`src/rtl/pwm10_pkg.sv`:
```
// Package: shared constants and encodings for the 10-bit PWM generator.
// Assumes the fine-bit width is fixed at 2 and the largest ratio is 16.
package pwm10_pkg;
    localparam int FINE_W    = 2;            // fine bits appended to the timer
    localparam int PSC_LOG   = 4;            // log2 of the largest ratio (16)
    localparam int DIV_W     = FINE_W + PSC_LOG;

    typedef enum logic [1:0] {
        ADDR_PERIOD  = 2'd0,
        ADDR_DUTY_HI = 2'd1,
        ADDR_DUTY_LO = 2'd2,
        ADDR_RATIO   = 2'd3
    } reg_addr_e;

    typedef enum logic [1:0] {
        RATIO_1   = 2'd0,
        RATIO_4   = 2'd1,
        RATIO_16  = 2'd2,
        RATIO_16B = 2'd3
    } ratio_e;
endpackage

```
`src/rtl/pwm10_regs.sv`:
```
// Module: software-visible setting registers (period, buffered duty, ratio).
// Assumes single-cycle writes; each write lands on the next clock edge.
module pwm10_regs
    import pwm10_pkg::*;
#(
    parameter int PER_W = 8,
    localparam int DUTY_W = PER_W + FINE_W
) (
    input  logic              clk,
    input  logic              rst_n,
    input  logic              wr_en,
    input  logic [1:0]        wr_addr,
    input  logic [PER_W-1:0]  wr_data,
    output logic [PER_W-1:0]  period_q,
    output logic [DUTY_W-1:0] duty_buf,
    output ratio_e            ratio_q
);
    logic [PER_W-1:0]  duty_hi_q;
    logic [FINE_W-1:0] duty_lo_q;

    // Store the addressed field on a write strobe.
    always_ff @(posedge clk) begin
        if (!rst_n) begin
            period_q  <= '1;
            duty_hi_q <= '0;
            duty_lo_q <= '0;
            ratio_q   <= RATIO_1;
        end else if (wr_en) begin
            case (reg_addr_e'(wr_addr))
                ADDR_PERIOD:  period_q  <= wr_data;
                ADDR_DUTY_HI: duty_hi_q <= wr_data;
                ADDR_DUTY_LO: duty_lo_q <= wr_data[FINE_W-1:0];
                ADDR_RATIO:   ratio_q   <= ratio_e'(wr_data[1:0]);
                default:      ;
            endcase
        end
    end

    // Join the two duty fields into the buffered 10-bit value.
    always_comb duty_buf = {duty_hi_q, duty_lo_q};
endmodule

```
`src/rtl/pwm10_timebase.sv`:
```
// Module: divider, timer and fine bits. Produces the extended count and
// the rollover event (timer equals period at the end of a timer step).
// Assumes the ratio may change at any time; a divider value that is over
// the new limit wraps at once.
module pwm10_timebase
    import pwm10_pkg::*;
#(
    parameter int PER_W = 8,
    localparam int DUTY_W = PER_W + FINE_W
) (
    input  logic              clk,
    input  logic              rst_n,
    input  logic              en,
    input  logic [PER_W-1:0]  period_q,
    input  ratio_e            ratio_q,
    output logic [DUTY_W-1:0] count,
    output logic              rollover
);
    localparam logic [DIV_W-1:0] LIM_1  = DIV_W'((1 << FINE_W) - 1);
    localparam logic [DIV_W-1:0] LIM_4  = DIV_W'((1 << (FINE_W + 2)) - 1);
    localparam logic [DIV_W-1:0] LIM_16 = DIV_W'((1 << DIV_W) - 1);

    logic [DIV_W-1:0]  div_q;
    logic [PER_W-1:0]  tmr_q;
    logic [DIV_W-1:0]  div_lim;
    logic [FINE_W-1:0] fine;
    logic              step_end;

    // Pick the divider limit and the fine-bit slice for the ratio.
    always_comb begin
        case (ratio_q)
            RATIO_1: begin
                div_lim = LIM_1;
                fine    = div_q[FINE_W-1:0];
            end
            RATIO_4: begin
                div_lim = LIM_4;
                fine    = div_q[FINE_W+1:2];
            end
            default: begin
                div_lim = LIM_16;
                fine    = div_q[FINE_W+3:4];
            end
        endcase
    end

    // Mark the last clock of a timer step and of a period.
    always_comb begin
        step_end = (div_q >= div_lim);
        rollover = en && step_end && (tmr_q == period_q);
        count    = {tmr_q, fine};
    end

    // Advance the divider every clock and the timer at each step end.
    always_ff @(posedge clk) begin
        if (!rst_n || !en) begin
            div_q <= '0;
            tmr_q <= '0;
        end else if (step_end) begin
            div_q <= '0;
            tmr_q <= rollover ? '0 : tmr_q + 1'b1;
        end else begin
            div_q <= div_q + 1'b1;
        end
    end
endmodule

```
`src/rtl/pwm10_compare.sv`:
```
// Module: active duty copy, output flag and period pulse.
// Assumes the count is 0 in the cycle after a rollover; the output is
// cleared from the first cycle in which the count equals the active duty.
module pwm10_compare
    import pwm10_pkg::*;
#(
    parameter int PER_W = 8,
    localparam int DUTY_W = PER_W + FINE_W
) (
    input  logic              clk,
    input  logic              rst_n,
    input  logic              en,
    input  logic              rollover,
    input  logic [DUTY_W-1:0] count,
    input  logic [DUTY_W-1:0] duty_buf,
    output logic              pwm_out,
    output logic              period_tick,
    output logic [DUTY_W-1:0] duty_active
);
    logic high_q;
    logic tick_q;
    logic eq_now;

    // Detect the clear point for the current period.
    always_comb eq_now = (count == duty_active);

    // Load the active duty at rollover and track the output flag.
    always_ff @(posedge clk) begin
        if (!rst_n) begin
            duty_active <= '0;
            high_q      <= 1'b0;
            tick_q      <= 1'b0;
        end else if (!en) begin
            high_q <= 1'b0;
            tick_q <= 1'b0;
        end else if (rollover) begin
            duty_active <= duty_buf;
            high_q      <= (duty_buf != '0);
            tick_q      <= 1'b1;
        end else begin
            tick_q <= 1'b0;
            if (eq_now) high_q <= 1'b0;
        end
    end

    // Drive the output from registered state only.
    always_comb begin
        pwm_out     = high_q & ~eq_now;
        period_tick = tick_q;
    end
endmodule

```
`src/rtl/pwm10_gen.sv`:
```
// Module: top of the double-buffered 10-bit PWM generator.
// Assumes one write port shared by all settings; output is one pin.
module pwm10_gen
    import pwm10_pkg::*;
#(
    parameter int PER_W = 8,
    localparam int DUTY_W = PER_W + FINE_W
) (
    input  logic              clk,
    input  logic              rst_n,
    input  logic              en,
    input  logic              wr_en,
    input  logic [1:0]        wr_addr,
    input  logic [PER_W-1:0]  wr_data,
    output logic              pwm_out,
    output logic              period_tick,
    output logic [DUTY_W-1:0] duty_active
);
    logic [PER_W-1:0]  period_q;
    logic [DUTY_W-1:0] duty_buf;
    ratio_e            ratio_q;
    logic [DUTY_W-1:0] count;
    logic              rollover;

    pwm10_regs #(.PER_W(PER_W)) u_regs (
        .clk      (clk),
        .rst_n    (rst_n),
        .wr_en    (wr_en),
        .wr_addr  (wr_addr),
        .wr_data  (wr_data),
        .period_q (period_q),
        .duty_buf (duty_buf),
        .ratio_q  (ratio_q)
    );

    pwm10_timebase #(.PER_W(PER_W)) u_tb (
        .clk      (clk),
        .rst_n    (rst_n),
        .en       (en),
        .period_q (period_q),
        .ratio_q  (ratio_q),
        .count    (count),
        .rollover (rollover)
    );

    pwm10_compare #(.PER_W(PER_W)) u_cmp (
        .clk         (clk),
        .rst_n       (rst_n),
        .en          (en),
        .rollover    (rollover),
        .count       (count),
        .duty_buf    (duty_buf),
        .pwm_out     (pwm_out),
        .period_tick (period_tick),
        .duty_active (duty_active)
    );
endmodule

```
`config.mk`:
```
export PLATFORM = sky130hd
export DESIGN_NAME = pwm10_gen
export DESIGN_NICKNAME = d
export VERILOG_FILES = /design/src/rtl/pwm10_pkg.sv /design/src/rtl/pwm10_regs.sv /design/src/rtl/pwm10_timebase.sv /design/src/rtl/pwm10_compare.sv /design/src/rtl/pwm10_gen.sv
export SDC_FILE = /design/constraint.sdc
export NUM_CORES = 1
export LEC_CHECK = 0
export BUFFER_PORTS_ARGS = -buffer_cell sky130_fd_sc_hd__buf_2
export CORE_ASPECT_RATIO = 0.5
export CORE_UTILIZATION = 55
export DETAILED_ROUTE_END_ITERATION = 12
export PLACE_DENSITY = 0.81
export SYNTH_ARGS = -nofsm -noshare
export SYNTH_HDL_FRONTEND = slang
export SYNTH_SLANG_ARGS = --single-unit
```
`constraint.sdc`:
```
create_clock -name clk -period 2.17 [get_ports clk]
set_clock_uncertainty 0.05 [all_clocks]
set_input_delay 0.434 -clock clk [delete_from_list [all_inputs] [get_ports clk]]
set_output_delay 0.434 -clock clk [all_outputs]
set_load 0.05 [all_outputs]
```
======== Word level (Yosys, flattened, before mapping) ========
Index checks and enable logic that the tools add are counted.
storage, ports and cells
  logic and storage cells ................. 42
  bits in registers ....................... 46
  output and inout bits ................... 12
  input port bits ......................... 14
cells by class
  reduce and logical (&&, ||, !) cells .... 16
  magnitude comparators ................... 1
  muxes and demuxes ....................... 6
  bitwise gates (word level) .............. 2
  add/sub/neg operators ................... 2
  eq/ne operators ......................... 6
operators by type and width
  kind                   number
  $pmux W6 S2            1
  $reduce_and A2 Y1      6
  $eq A10 B10 Y1         1
  $reduce_bool A10 Y1    1
  $add A8 B1 Y8 const B  1
  $eq A8 B8 Y1           1
  $mux W8                1
  $add A6 B1 Y6 const B  1
  $ge A6 B6 Y1           1
  $eq A2 B1 Y1 const B   2
  $eq A2 B2 Y1 const B   2
  $logic_not A2 Y1       2
  $pmux W2 S2            1
  $mux W1                3
  $logic_and A1 B1 Y1    2
  $logic_not A1 Y1       2
  $reduce_bool A2 Y1     1
  $reduce_or A2 Y1       1
  $and A1 B1 Y1          1
  $logic_or A1 B1 Y1     1
  $not A1 Y1             1

======== Logic depth before layout (Yosys ltp) ========
Gate-level depths: netlist (run 1).
  depth in word-level cells ............... 6
  depth in mapped cells ................... 9
  depth with buffers taken out ............ 7

======== Modules after synthesis ========
Synthesis (run 1) repeated with hierarchy kept, for this count alone.
second synthesis, totals
  cells, all modules ...................... 255
  area, all modules ....................... 2,308.5 um2
by module, submodules not included
  module          times used  seq. area each (um2)  area an instance (um2)  cells an instance
  pwm10_timebase  1           280.3                 884.6                   103
  pwm10_regs      1           400.4                 855.8                   87
  pwm10_compare   1           240.2                 568.0                   65

======== Worst setup path after synthesis (run 1) ========
OpenSTA, ideal clock, no wires.
  path type ............................... reg-to-output
  from .................................... register u_cmp.duty_active[4]
  to ...................................... output port pwm_out
  buffers on the path ..................... 0
  path slack .............................. 136 ps
  stages on the path, launching flop included .. 4
  arrival time ............................ 1,550 ps
  data required time ...................... 1,686 ps
  cell sequence ........................... dfxtp_1 -> xnor2_1 -> nand4_1 -> o41a_1
between the ends
  cells in the longest elaborated chain, start to end .. 3
RTL lines
  what                    line                 RTL
  from (decl)             pwm10_compare.sv:18  output logic [DUTY_W-1:0] duty_active
  from (signal assigned)  pwm10_compare.sv:37  duty_active <= duty_buf;
  $eq A10 B10 Y1          pwm10_compare.sv:25  always_comb eq_now = (count == duty_active);
  $not A1 Y1              pwm10_compare.sv:48  pwm_out = high_q & ~eq_now;
  $and A1 B1 Y1           pwm10_compare.sv:48
  to (decl)               pwm10_gen.sv:15      output logic pwm_out,
Every way passes these cells.

======== Worst setup path in the final report (run 1) ========
  from .................................... register u_regs.ratio_q[0]
  to ...................................... output port pwm_out
between the ends
  cells in the longest elaborated chain, start to end .. 5
  elaborated cells between the ends (all ways) .. 6
  those cells by class .................... eq/ne (2); mux (1); bitwise (2); reduce/logical (1)
RTL lines
  what                                                     line                  RTL
  from (decl)                                              pwm10_regs.sv:16      output ratio_e ratio_q
  from (signal assigned)                                   pwm10_regs.sv:33      ADDR_RATIO: ratio_q <= ratio_e'(wr_data[1:0]);
  $eq A2 B1 Y1 / $logic_not A2 Y1 (equally long branches)  pwm10_timebase.sv:31  case (ratio_q)
  $pmux W2 S2 *                                            pwm10_timebase.sv:31
  $eq A10 B10 Y1 *                                         pwm10_compare.sv:25
  $not A1 Y1 *                                             pwm10_compare.sv:48
  $and A1 B1 Y1 *                                          pwm10_compare.sv:48
Mark *: on every way between the ends. The rest lies on a longest branch, timed or not.

==> results of run 1 <==
path summary, 6_finish.rpt:
| path | from | endpoint | slack, ps | cells past startpoint |
|---|---|---|---|---|
| worst min-delay path | wr_data[7] | u_regs.period_q[7]$_SDFFE_PN1P_ | 300 | 3 |
| worst min register to register | u_tb.div_q[0]$_SDFF_PP0_ | u_tb.div_q[0]$_SDFF_PP0_ | 420 | 1 |
| worst max-delay path | u_regs.ratio_q[0]$_SDFFE_PN0P_ | pwm_out | -60 | 5 |
| worst max register to register | u_regs.ratio_q[1]$_SDFFE_PN0P_ | u_tb.tmr_q[5]$_SDFFE_PN0P_ | 120 | 8 |
critical path: stages (launching register included):
cell     delay (ps)
dfxtp_4         380
mux2i_1         220
o21ai_1         100
xor2_1          150
o41a_1          410
buf_6           170
power by group through the flow:
stage,combinational [mW],clock (mW),sequential (mW)
3_3_place_gp,0.102,0,0.896
3_5_place_dp,0.105,0,0.897
2_1_floorplan,0.0706,0,0.891
5_1_grt,0.121,0.562,0.878
4_1_cts,0.109,0.533,0.876
6_report,0.110,0.533,0.876
metal layers:
layer | wire [um] | GRT usage
met1 | 2490 | 0.349
met2 | 2090 | 0.385
met3 | 303 | 0.0631
met4 | 95 | 0.113
met5 | 0 | 0
synth_stat cells, types with 2 or more instances:
library cell	n
or4_1	4
nor3b_1	2
or3_1	4
nor2b_1	12
dfxtp_1	46
clkbuf_1	8
mux2i_1	14
nand4_1	5
buf_2	6
nand2_1	33
nor2_1	10
nand3b_1	2
o21ai_1	7
or2_1	4
a21boi_1	9
xor2_1	4
ha_1	4
nand3_1	29
nor3_1	4
o2bb2ai_1	2
or2_2	2
xnor2_1	18
a31oi_1	3
o21ai_0	7
a21oi_1	4
area by class of cell:
type / instances / area share
clock buffers: 5 / 0.0271
flip-flops and latches: 46 / 0.366
inverters: 1 / 0.00148
clock inverters: 3 / 0.00838
repair buffers: 34 / 0.0833
well taps: 51 / 0.0251
multi-input cells: 194 / 0.489
through the flow:
| step | hold slack, ps | worst slack (ps) | setup TNS (ps) | area [sq um] |
|---|---|---|---|---|
| 6_report | 297 | -56.2 | -56.2 | 2540 |
| 5_1_grt | 304 | -92.0 | -92.0 | 2540 |
| 4_1_cts | 296 | -47.9 | -47.9 | 2530 |
| 3_5_place_dp | 403 | 60.8 | 0 | 2410 |
| 3_3_place_gp | 392 | 137 | 0 | 2410 |
| 2_1_floorplan | 379 | 136 | 0 | 2230 |
registers in the layout, indices dropped and copies added (netlist names), 2 cells and up:
signal / count
u_cmp.duty_active: 10
u_regs.duty_hi_q: 8
u_regs.duty_lo_q: 2
u_regs.period_q: 8
u_regs.ratio_q: 2
u_tb.div_q: 6
u_tb.tmr_q: 8
repair_timing:
| action | in CTS | in global routing |
|---|---|---|
| gates resized for setup | 6 | 3 |
| setup endpoints to repair | 1 | 2 |
| hold endpoints to repair | 0 | 0 |
| pin swaps | 1 | 0 |
| gates cloned | 0 | 0 |
| buffers inserted | 3 | 0 |
kinds of logic after synthesis:
kind of cell | after synthesis
mux | 14
flops | 46
simple gates | 116
fa+ha+maj | 4
xor+xnor | 22
compound gates | 38
buf+inv | 16
==> results.md, run 1 <==
* Wire per inst at 14.9 um
* Hpwl dp at about 3600 um
* Max frequency at 449 MHz
* Vias at 1894
* Worst-path clk slew at 90 ps
* Post-synth cell types at 38
* YS warnings at 0
* Root Driver: clkbuf_8
* Area Growth Syn to Fin at 13.6%
* Leak pwr at 1.02 nW
* Final setup violating endpoints at 1
* Total CTS buffers at 5
* CTS tree: built
* Clock network power share at 0.351
* Nets at 300
* Quantity of hold-fixing buffers added after cts at 0
* Hold Fails Final Rpt at 0
* Most frequent cells in the layout: dfxtp_1, nand2_1, nand3_1
* DRC Markers at 0
* Placed Instances at 323
* PwrDens at 598 nW/um^2
* Drt pass-1 iters at 4
* FF+latch count, synth at 46
* Tot Pwr at 1.52 mW
* Core ar. at 3660 sq um
* Net Sw Frac at 0.252
* Commonest non-fill, non-tap cell in the layout: dfxtp_1
* Leading area contributor after synthesis: dfxtp_1
* Maxcap violations at 0
* Most area-consuming cells after synthesis: dfxtp_1, xnor2_1, nand3_1
* Clock latency on the worst-skew pair at 310 ps
* Layout fillers at 295
* Largest family of logic cells by synthesized area: simple AND/OR/NAND/NOR gates
* Post-layout minimum cycle time at 2230 ps
* Post-synth EDFFs at 0
* Initial core utilization at 0.611
* RePlAce Congestion at 0.832
* Crit path max fanout at 4
* Combinational share of power at 0.072
* Flop pwr share at 0.577
* Mapped Nets at 274
* Layout cells sized above 1 at 0.187
* Final Slew Violations at 0
* Setup crit end kind: output port
* Arrival time at the worst endpoint at 1740 ps
* Mapped Cells at 256
* H-tree levels at 2
* Top Ports at 26
* Least-Margin Pin Slew at around 900 ps
* Final wirelength at 4970 um
* DIE AREA at 4340 sq um
* Initial antenna violation count at 0
* Multiplexer share of the synthesized area at 0.0627
* Die Span Y at 47.1 um
* Final WS setup at -56.2 ps
* Synth top area share at 0.412
* Routed Antenna Nets at 0
* Mapped Area at 2230 sq um
* Storage cell area at 928 sq um
* Crit Path Class: flip-flop to output port
* Num rows at 15
* Post-synthesis area per instance at just under 9 sq um
* Diode count at 0
* Final cell count without fillers at 334
* Final core occ at 0.694
* PortBufs at 25
* Main synth FF type: dfxtp_1
* Final period util at 1.03
* Post-Synth XOR/XNOR Area at 0.0862
* Simple-gate portion of the synthesized area at 0.265
* Max transition margin at 0.398
* Status: complete, but fails checks
* Int Pwr at ~1.1 mW
* Area share of fa/ha/maj cells after synthesis at 0.0224
* Number of vias per cell at 5.67
* Vias in the first global route at 1658
* Async SR Flop Fraction at 0
* RSZ-0062 raised after global routing: true
* Largest net degree at the start of global routing at 31
* Net Switching at 383 uW
* Tot GR Track Use at 0.253
* VDD IR max at 0.320 mV
* Violated checks: negative setup slack
* Data required, critical path at 1690 ps
* Die W at approximately 92 um
* Hold WC Path Type: primary input to flip-flop
* Gr ovfl total at 0
* Synth Area in Compound Gates at 0.118
* DR iter-0 viols at 135
* Sink Count at 46
* Area of the multi-input gates at 1240 sq um
* Global-route wire length before repair at 7940 um
* Register area share after synthesis at 0.412
* Maximum clock path buffer count at 2
* CP Launch Type: flip-flop
No activity file was read; power rests on OpenSTA's default activity.
==> run 2: changes to the inputs <==
SYNTH_HIERARCHICAL = 1   (was unset)
==> run 2 against run 1 <==
Net effect: the flow still finishes with violations (negative setup slack); critical path depth increased by 1; first-iteration DRC count is 32% lower; sequential power about the same; power increased by 1.5%; count of clock-buffer cells in the layout stayed put; global-route usage down 2.0 points; utilization down 2.6 points; clock power grew 3%; register-to-register slack worse by 110 ps; critical path type unchanged; largest power group unchanged.
==> results.md, run 2 <==
* Status: complete, but fails checks
* Violated checks: negative setup slack
* DR iter-0 viols at 92 (-32%)
* Initial core utilization at 0.582 (-0.0282)
* Routed Antenna Nets at 0 (unchanged)
* Total CTS buffers at 5 (unchanged)
* Vias at 1897 (+0.16%)
* Hpwl dp at 3610 um (+0.18%)
* Drt pass-1 iters at 4 (unchanged)
* Die Span Y at 47.8 um (+1.6%)
* Arrival time at the worst endpoint at 1790 ps (+50 ps)
* Worst-path clk slew at 100 ps (about the same)
* Initial antenna violation count at 0 (unchanged)
* CTS tree: built
* Top-count cell post-synth: nand2_1
* Maximum clock path buffer count at 2 (unchanged)
* Placed Area at 2490 sq um (+3.5%)
* Post-synthesis area per instance at 9.05 sq um (+3.7%)
* Layout cells sized above 1 at 0.207 (+0.0197)
* Tot GR Track Use at 0.233 (-0.0202)
* Reg with most FFs: u_cmp/duty_active
* Crit path max fanout at 3 (-1)
* Hold WC Path Type: primary input to flip-flop
* PwrDens at 583 nW/um^2 (-2.6%)
* FF+latch count, synth at 46 (unchanged)
* Main synth FF type: dfxtp_1
* Leak pwr at 1.10 nW (+7.6%)
* Synth top area share at 0.399 (-0.0132)
* Commonest non-fill, non-tap cell in the layout: nand2_1
* Max FFs per register at 10 (unchanged)
* Hold_ws at 326 ps (+28.7 ps)
* Die W at 93.6 um (+1.6%)
* VDD IR max at 0.399 mV (+25%)
* Num rows at 16 (+1)
* Gr ovfl total at 0 (unchanged)
* Setup crit end kind: output port
* Mapped Area at 2310 sq um (+3.3%)
* Area Growth Syn to Fin at 14.6%
* Core ar. at 3960 sq um (+8.3%)
* Mapped Cells at 255 (-0.39%)
* Number of vias per cell at 5.60 (-1.3%)
* Post-synth top cells: nand2_1, dfxtp_1, xnor2_1, mux2i_1, nor2_1
* PortBufs at 25 (unchanged)
* Final WS setup at -109 ps (-52.6 ps)
* Root Driver: clkbuf_8
* Final cell count without fillers at 339 (+1.5%)
* YS warnings at 6 (+6)
* Post-layout minimum cycle time at 2280 ps (+52.6 ps)
* Most frequent cells in the layout: nand2_1, dfxtp_1, buf_2
* Final period util at 1.05 (+0.0242)
* Largest net degree at the start of global routing at 37 (+19%)
* Fin area at 2650 sq um (+4.2%)
* H-tree levels at 2 (unchanged)
* Quantity of hold-fixing buffers added after cts at 0 (unchanged)
* Global-route wire length before repair at 7760 um (-2.3%)
* Diode count at 0 (unchanged)
* Final wirelength at 5030 um (+1.2%)
* Clock latency on the worst-skew pair at 310 ps (about the same)
* Max frequency at 439 MHz (-2.3%)
* Mapped Nets at 275 (+0.36%)
* DIE AREA at 4480 sq um (+3.2%)
* Async SR Flop Fraction at 0 (unchanged)
* Final Slew Violations at 0 (unchanged)
* Vias in the first global route at 1579 (-4.8%)
* Data required, critical path at 1690 ps (about the same)
* Max transition margin at 0.686 (+0.288)
* Sink Count at 46 (unchanged)
* DRC Markers at 0 (unchanged)
* Crit Path Class: flip-flop to output port
* Leading area contributor after synthesis: dfxtp_1
* Most area-consuming cells after synthesis: dfxtp_1, nand2_1, mux2i_1
* RePlAce Congestion at 0.822 (-1.3%)
* Final setup violating endpoints at 1 (unchanged)
* Placed Instances at 328 (+1.5%)
* Least-Margin Pin Slew at 471 ps (-430 ps)
* Maxcap violations at 0 (unchanged)
* Post-synth cell types at 36 (-5.3%)
* Register area share after synthesis at 0.399 (-0.0132)
* Nets at 304 (+1.3%)
* CP Launch Type: flip-flop
* RSZ-0062 raised after global routing: true
* Hold Fails Final Rpt at 0 (unchanged)
* Wire per inst at 14.8 um (-0.25%)
* Post-synth EDFFs at 0 (unchanged)
* Top Ports at 26 (unchanged)
[run 2: cell types whose count changed in the layout (fill, tap and decap cells not counted), sizes merged, moves of 9 or more]
cell	delta
nor2b	-12
inv	+10
and3	+9
nand3	-23
o211ai	+9
nand2	+19
[run 2: cells by family after synthesis]
| logic type | synth area share |
|---|---|
| DFF | 0.399 |
| xor gates and xnor gates | 0.0835 |
| and+or+nand+nor | 0.268 |
| adders and majority gates | 0.0325 |
| muxes | 0.0737 |
| buffers and inverters | 0.0417 |
| AOI/OAI and AO/OA | 0.101 |
[run 2: layout make-up]
cell class	count	area [sq um]
Clock buffer	5	68.8
Clock inverter	3	23.8
Fill cell	315	1320
Inverter	10	37.5
Multi-Input combinational cell	188	1330
Sequential cell	46	926
Tap cell	54	67.6
Timing Repair Buffer	33	191
[run 2: routing by layer]
metal / up-vias / wire [um] / global-route usage
li1: 950 / - / -
met1: 893 / 2490 / 0.341
met2: 49 / 2220 / 0.357
met3: 5 / 298 / 0.0476
met4: 0 / 26 / 0.0554
met5: - / 0 / 0
[run 2: worst paths after layout]
| kind | cells after the start | slack (ps) | from | end |
|---|---|---|---|---|
| max | 6 | -110 | u_regs/ratio_q[0]$_SDFFE_PN0P_ | pwm_out |
| min | 3 | 330 | wr_data[7] | u_regs/duty_hi_q[7]$_SDFFE_PN0P_ |
| max reg2reg | 9 | 10 | u_regs/ratio_q[0]$_SDFFE_PN0P_ | u_cmp/high_q$_SDFFE_PN0P_ |
| min reg2reg | 2 | 430 | u_regs/duty_lo_q[0]$_SDFFE_PN0P_ | u_cmp/duty_active[0]$_SDFFE_PN0P_ |
[run 2: timing repair]
| action | in CTS | in global routing |
|---|---|---|
| cloned | 0 | 0 |
| buffers inserted | 1 | 2 |
| pin swaps | 1 | 2 |
| resized for setup | 6 | 8 |
| setup endpoints to repair | 1 | 18 |
[run 2: per-stage QoR]
step,util,TNS (ps),setup WS [ps],power [mW]
final,0.668,-109,-109,1.54
after global routing,0.668,-1350,-182,1.60
after CTS,0.657,-140,-140,1.54
after detailed placement,0.629,0,86.8,1.01
after global placement,0.629,0,95.9,1.01
after floorplan,-,0,19.1,0.975
[run 2: critical path, cell delays in order, from the launching register on]
cell and delay, ps:
dfxtp_2 370, mux2i_1 190, o21ai_1 100, xnor2_1 180
nand4_2 120, o41a_1 360, buf_6 170
[run 2: report_power, final]
| part | internal (mW) | switching [mW] |
|---|---|---|
| clock network | 0.231 | 0.316 |
| registers | 0.861 | 0.0174 |
| logic | 0.0518 | 0.0645 |
==> run 3: changes to the inputs <==
CORE_MARGIN = 3   (was unset)
SKIP_LAST_GASP = 1   (was unset)
SYNTH_HIERARCHICAL = unset   (was 1)
==> run 3 against run 2 <==
Net effect: the flow still finishes with violations (negative setup slack); via count up 2.1%; die area up 9.7%; register-to-register slack better by 70 ps; cell count down 1.5%; wire length up 3.3%; combinational power down 6%; hold slack worse by 19 ps; clock power up 19%; count of clock-buffer cells in the layout unchanged; non-clock buffer count up 1; sequential power about the same; power up 6.0%; critical endpoint unchanged; largest power group unchanged; highest routed layer unchanged.
==> results.md, run 3 (synthesis results as in run 1) <==
* Most frequent cells in the layout: dfxtp_1, nand2_1, nand3_1
* Final setup violating endpoints at 1 (unchanged)
* Reg-to-reg startpoint: u_regs.ratio_q[1]$_SDFFE_PN0P_
* Sink Count at 46 (unchanged)
* Crit Path Class: flip-flop to output port
* Worst Path Buf+Inv at 1 (unchanged)
* Max transition margin at 0.430 (-0.256)
* Quantity of hold-fixing buffers added after cts at 0 (unchanged)
* Area Growth Syn to Fin at 14.6% (about the same)
* Initial core utilization at 0.611 (+0.0282)
* Final WS setup at -65.8 ps (+43.0 ps)
* Diode count at 0 (unchanged)
* Max frequency at 447 MHz (+1.9%)
* Vias at 1936 (+2.1%)
* H-tree levels at 2 (unchanged)
* Arrival time at the worst endpoint at 1750 ps (-40 ps)
* Routed Antenna Nets at 0 (unchanged)
* Data required, critical path at 1690 ps (about the same)
* Number of vias per cell at 5.80 (+3.6%)
* Maximum clock path buffer count at 2 (unchanged)
* Crit path largest cell delay at 390 ps (+20 ps)
* Final wirelength at 5200 um (+3.3%)
* Reg-to-reg endpoint: u_tb.tmr_q[0]$_SDFFE_PN0P_
* Reg with most FFs: u_cmp.duty_active
* Least-Margin Pin Slew at 853 ps (+382 ps)
* Slowest CP cell: dfxtp_4
* Placed Area at 2420 sq um (-3.0%)
* Top Ports at 26 (unchanged)
* PortBufs at 25 (unchanged)
* Fin area at 2560 sq um (-3.3%)
* Crit path cell chain: mux2i_2 > o21ai_2 > xor2_1 > o41a_1 > buf_6
* Global-route wire length before repair at 8970 um (+16%)
* RSZ-0062 raised after global routing: true
* Vias in the first global route at 1797 (+14%)
* Layout cells sized above 1 at 0.201 (-0.00560)
* RePlAce Congestion at 0.863 (+5.1%)
* Drt pass-1 iters at 4 (unchanged)
* Die Span Y at 51.1 um (+6.8%)
* Hold Path End: u_regs.period_q[4]$_SDFFE_PN1P_
* Tot Pwr at 1.63 mW (+6.0%)
* Status: complete, but fails checks
* Largest net degree at the start of global routing at 29 (-22%)
* Crit path from: u_regs.ratio_q[0]$_SDFFE_PN0P_
* Final cell count without fillers at 334 (-1.5%)
* Beginning of the worst hold path: wr_data[4]
* Die W at 96.1 um (+2.7%)
* Violated checks: negative setup slack
* Hpwl dp at 3840 um (+6.6%)
* VDD IR max at 0.359 mV (-10%)
* Clock latency on the worst-skew pair at 310 ps (about the same)
* Placed Instances at 326 (-0.61%)
* Core ar. at 3660 sq um (-7.7%)
* Delay-heaviest family, CP: compound AO/OA/AOI/OAI gates
* Final period util at 1.03 (-0.0198)
* Total CTS buffers at 5 (unchanged)
* Worst r2r path cells at 8 (-1)
* Worst-path clk slew at 90 ps (about the same)
* Tot GR Track Use at 0.242 (+0.00978)
* Num rows at 15 (-1)
* Crit path max fanout at 5 (+2)
* Hold Fails Final Rpt at 0 (unchanged)
* DR iter-0 viols at 137 (+49%)
* Max FFs per register at 10 (unchanged)
* Setup repair bufs after CTS at 0 (-1)
* PwrDens at 638 nW/um^2 (+9.6%)
* Gr ovfl total at 0 (unchanged)
* Initial antenna violation count at 0 (unchanged)
* Hold depth at 3 (unchanged)
* Hold WC Path Type: primary input to flip-flop
* Leak pwr at 1.03 nW (-6.1%)
* Wire per inst at 15.6 um (+4.8%)
* Layout fillers at 284 (-9.8%)
* CP Launch Type: flip-flop
* Root Driver: clkbuf_8
* CTS tree: built
* Maxcap violations at 0 (unchanged)
* Final Slew Violations at 0 (unchanged)
* Commonest non-fill, non-tap cell in the layout: dfxtp_1
* Post-layout minimum cycle time at 2240 ps (-43.0 ps)
* FF-to-FF setup slack at 80 ps (+70 ps)
* DIE AREA at 4910 sq um (+9.7%)
* Nets at 300 (-1.3%)
* DRC Markers at 0 (unchanged)
* Setup crit end kind: output port
-- run 3: cell count changes in the layout (fill, tap and decap cells not counted), sizes merged, moves of 4 or more --
cell / previous run / this run
nand2: 52 / 33
nor2b: 0 / 12
or3: 0 / 4
nor4: 5 / 1
or4: 0 / 4
nand4bb: 8 / 0
inv: 11 / 2
o211ai: 9 / 0
and3: 10 / 1
o21ai: 8 / 14
or2: 0 / 6
nand3: 6 / 29
-- run 3: area by class of cell --
| class | instances | area [sq um] | area share |
|---|---|---|---|
| clock inverter | 3 | 43.8 | 0.0171 |
| timing repair buffer | 34 | 199 | 0.0777 |
| multi-input combinational | 194 | 1250 | 0.489 |
| clock buffer | 5 | 68.8 | 0.0269 |
| sequential | 46 | 930 | 0.363 |
| tap | 51 | 63.8 | 0.0249 |
| inverter | 1 | 3.75 | 0.00147 |
-- run 3: repair_timing --
action | 4_1_cts | 5_1_grt
endpoints found under the hold margin | 0 | 0
pin swaps | 0 | 0
setup endpoints to repair | 1 | 23
gates resized for setup | 7 | 6
-- run 3: metrics by stage --
| stage | utilization | hold slack (ps) | setup TNS [ps] | setup slack [ps] |
|---|---|---|---|---|
| after floorplan | - | 379 | 0 | 136 |
| after global placement | 0.661 | 397 | 0 | 159 |
| after detailed placement | 0.661 | 401 | 0 | 52.0 |
| after CTS | 0.695 | 300 | -66.9 | -66.9 |
| after global routing | 0.699 | 292 | -144 | -123 |
| final | 0.699 | 307 | -65.8 | -65.8 |
-- run 3: worst reg2reg max path, cell delays in order (launching register included) --
cell     delay (ps)
dfxtp_1         340
inv_1            60
ha_1            270
or3_1           100
o21ai_0         160
or2_4           330
buf_4           190
or3_1           370
a21oi_1         160
-- run 3: where the power goes --
group	leakage (nW)	internal, mW	total (mW)	switching [mW]
sequential	0.376	0.860	0.876	0.0162
clock	0.0585	0.345	0.650	0.304
combinational	0.596	0.0490	0.109	0.0597
-- run 3: how the worst max path moves through the flow --
stage          slack (ps)                    endpoint  cells after the start
2_1_floorplan         140                     pwm_out                      3
3_3_place_gp          160                     pwm_out                      5
3_5_place_dp           50  u_tb.tmr_q[2]$_SDFFE_PN0P_                      7
4_1_cts               -70                     pwm_out                      5
5_1_grt              -120                     pwm_out                      5
6_report              -70                     pwm_out                      5
-- run 3: per-layer routing --
layer,routed length [um],track usage
met1,2360,0.342
met2,2240,0.344
met3,520,0.0794
met4,78,0.0825
met5,0,0
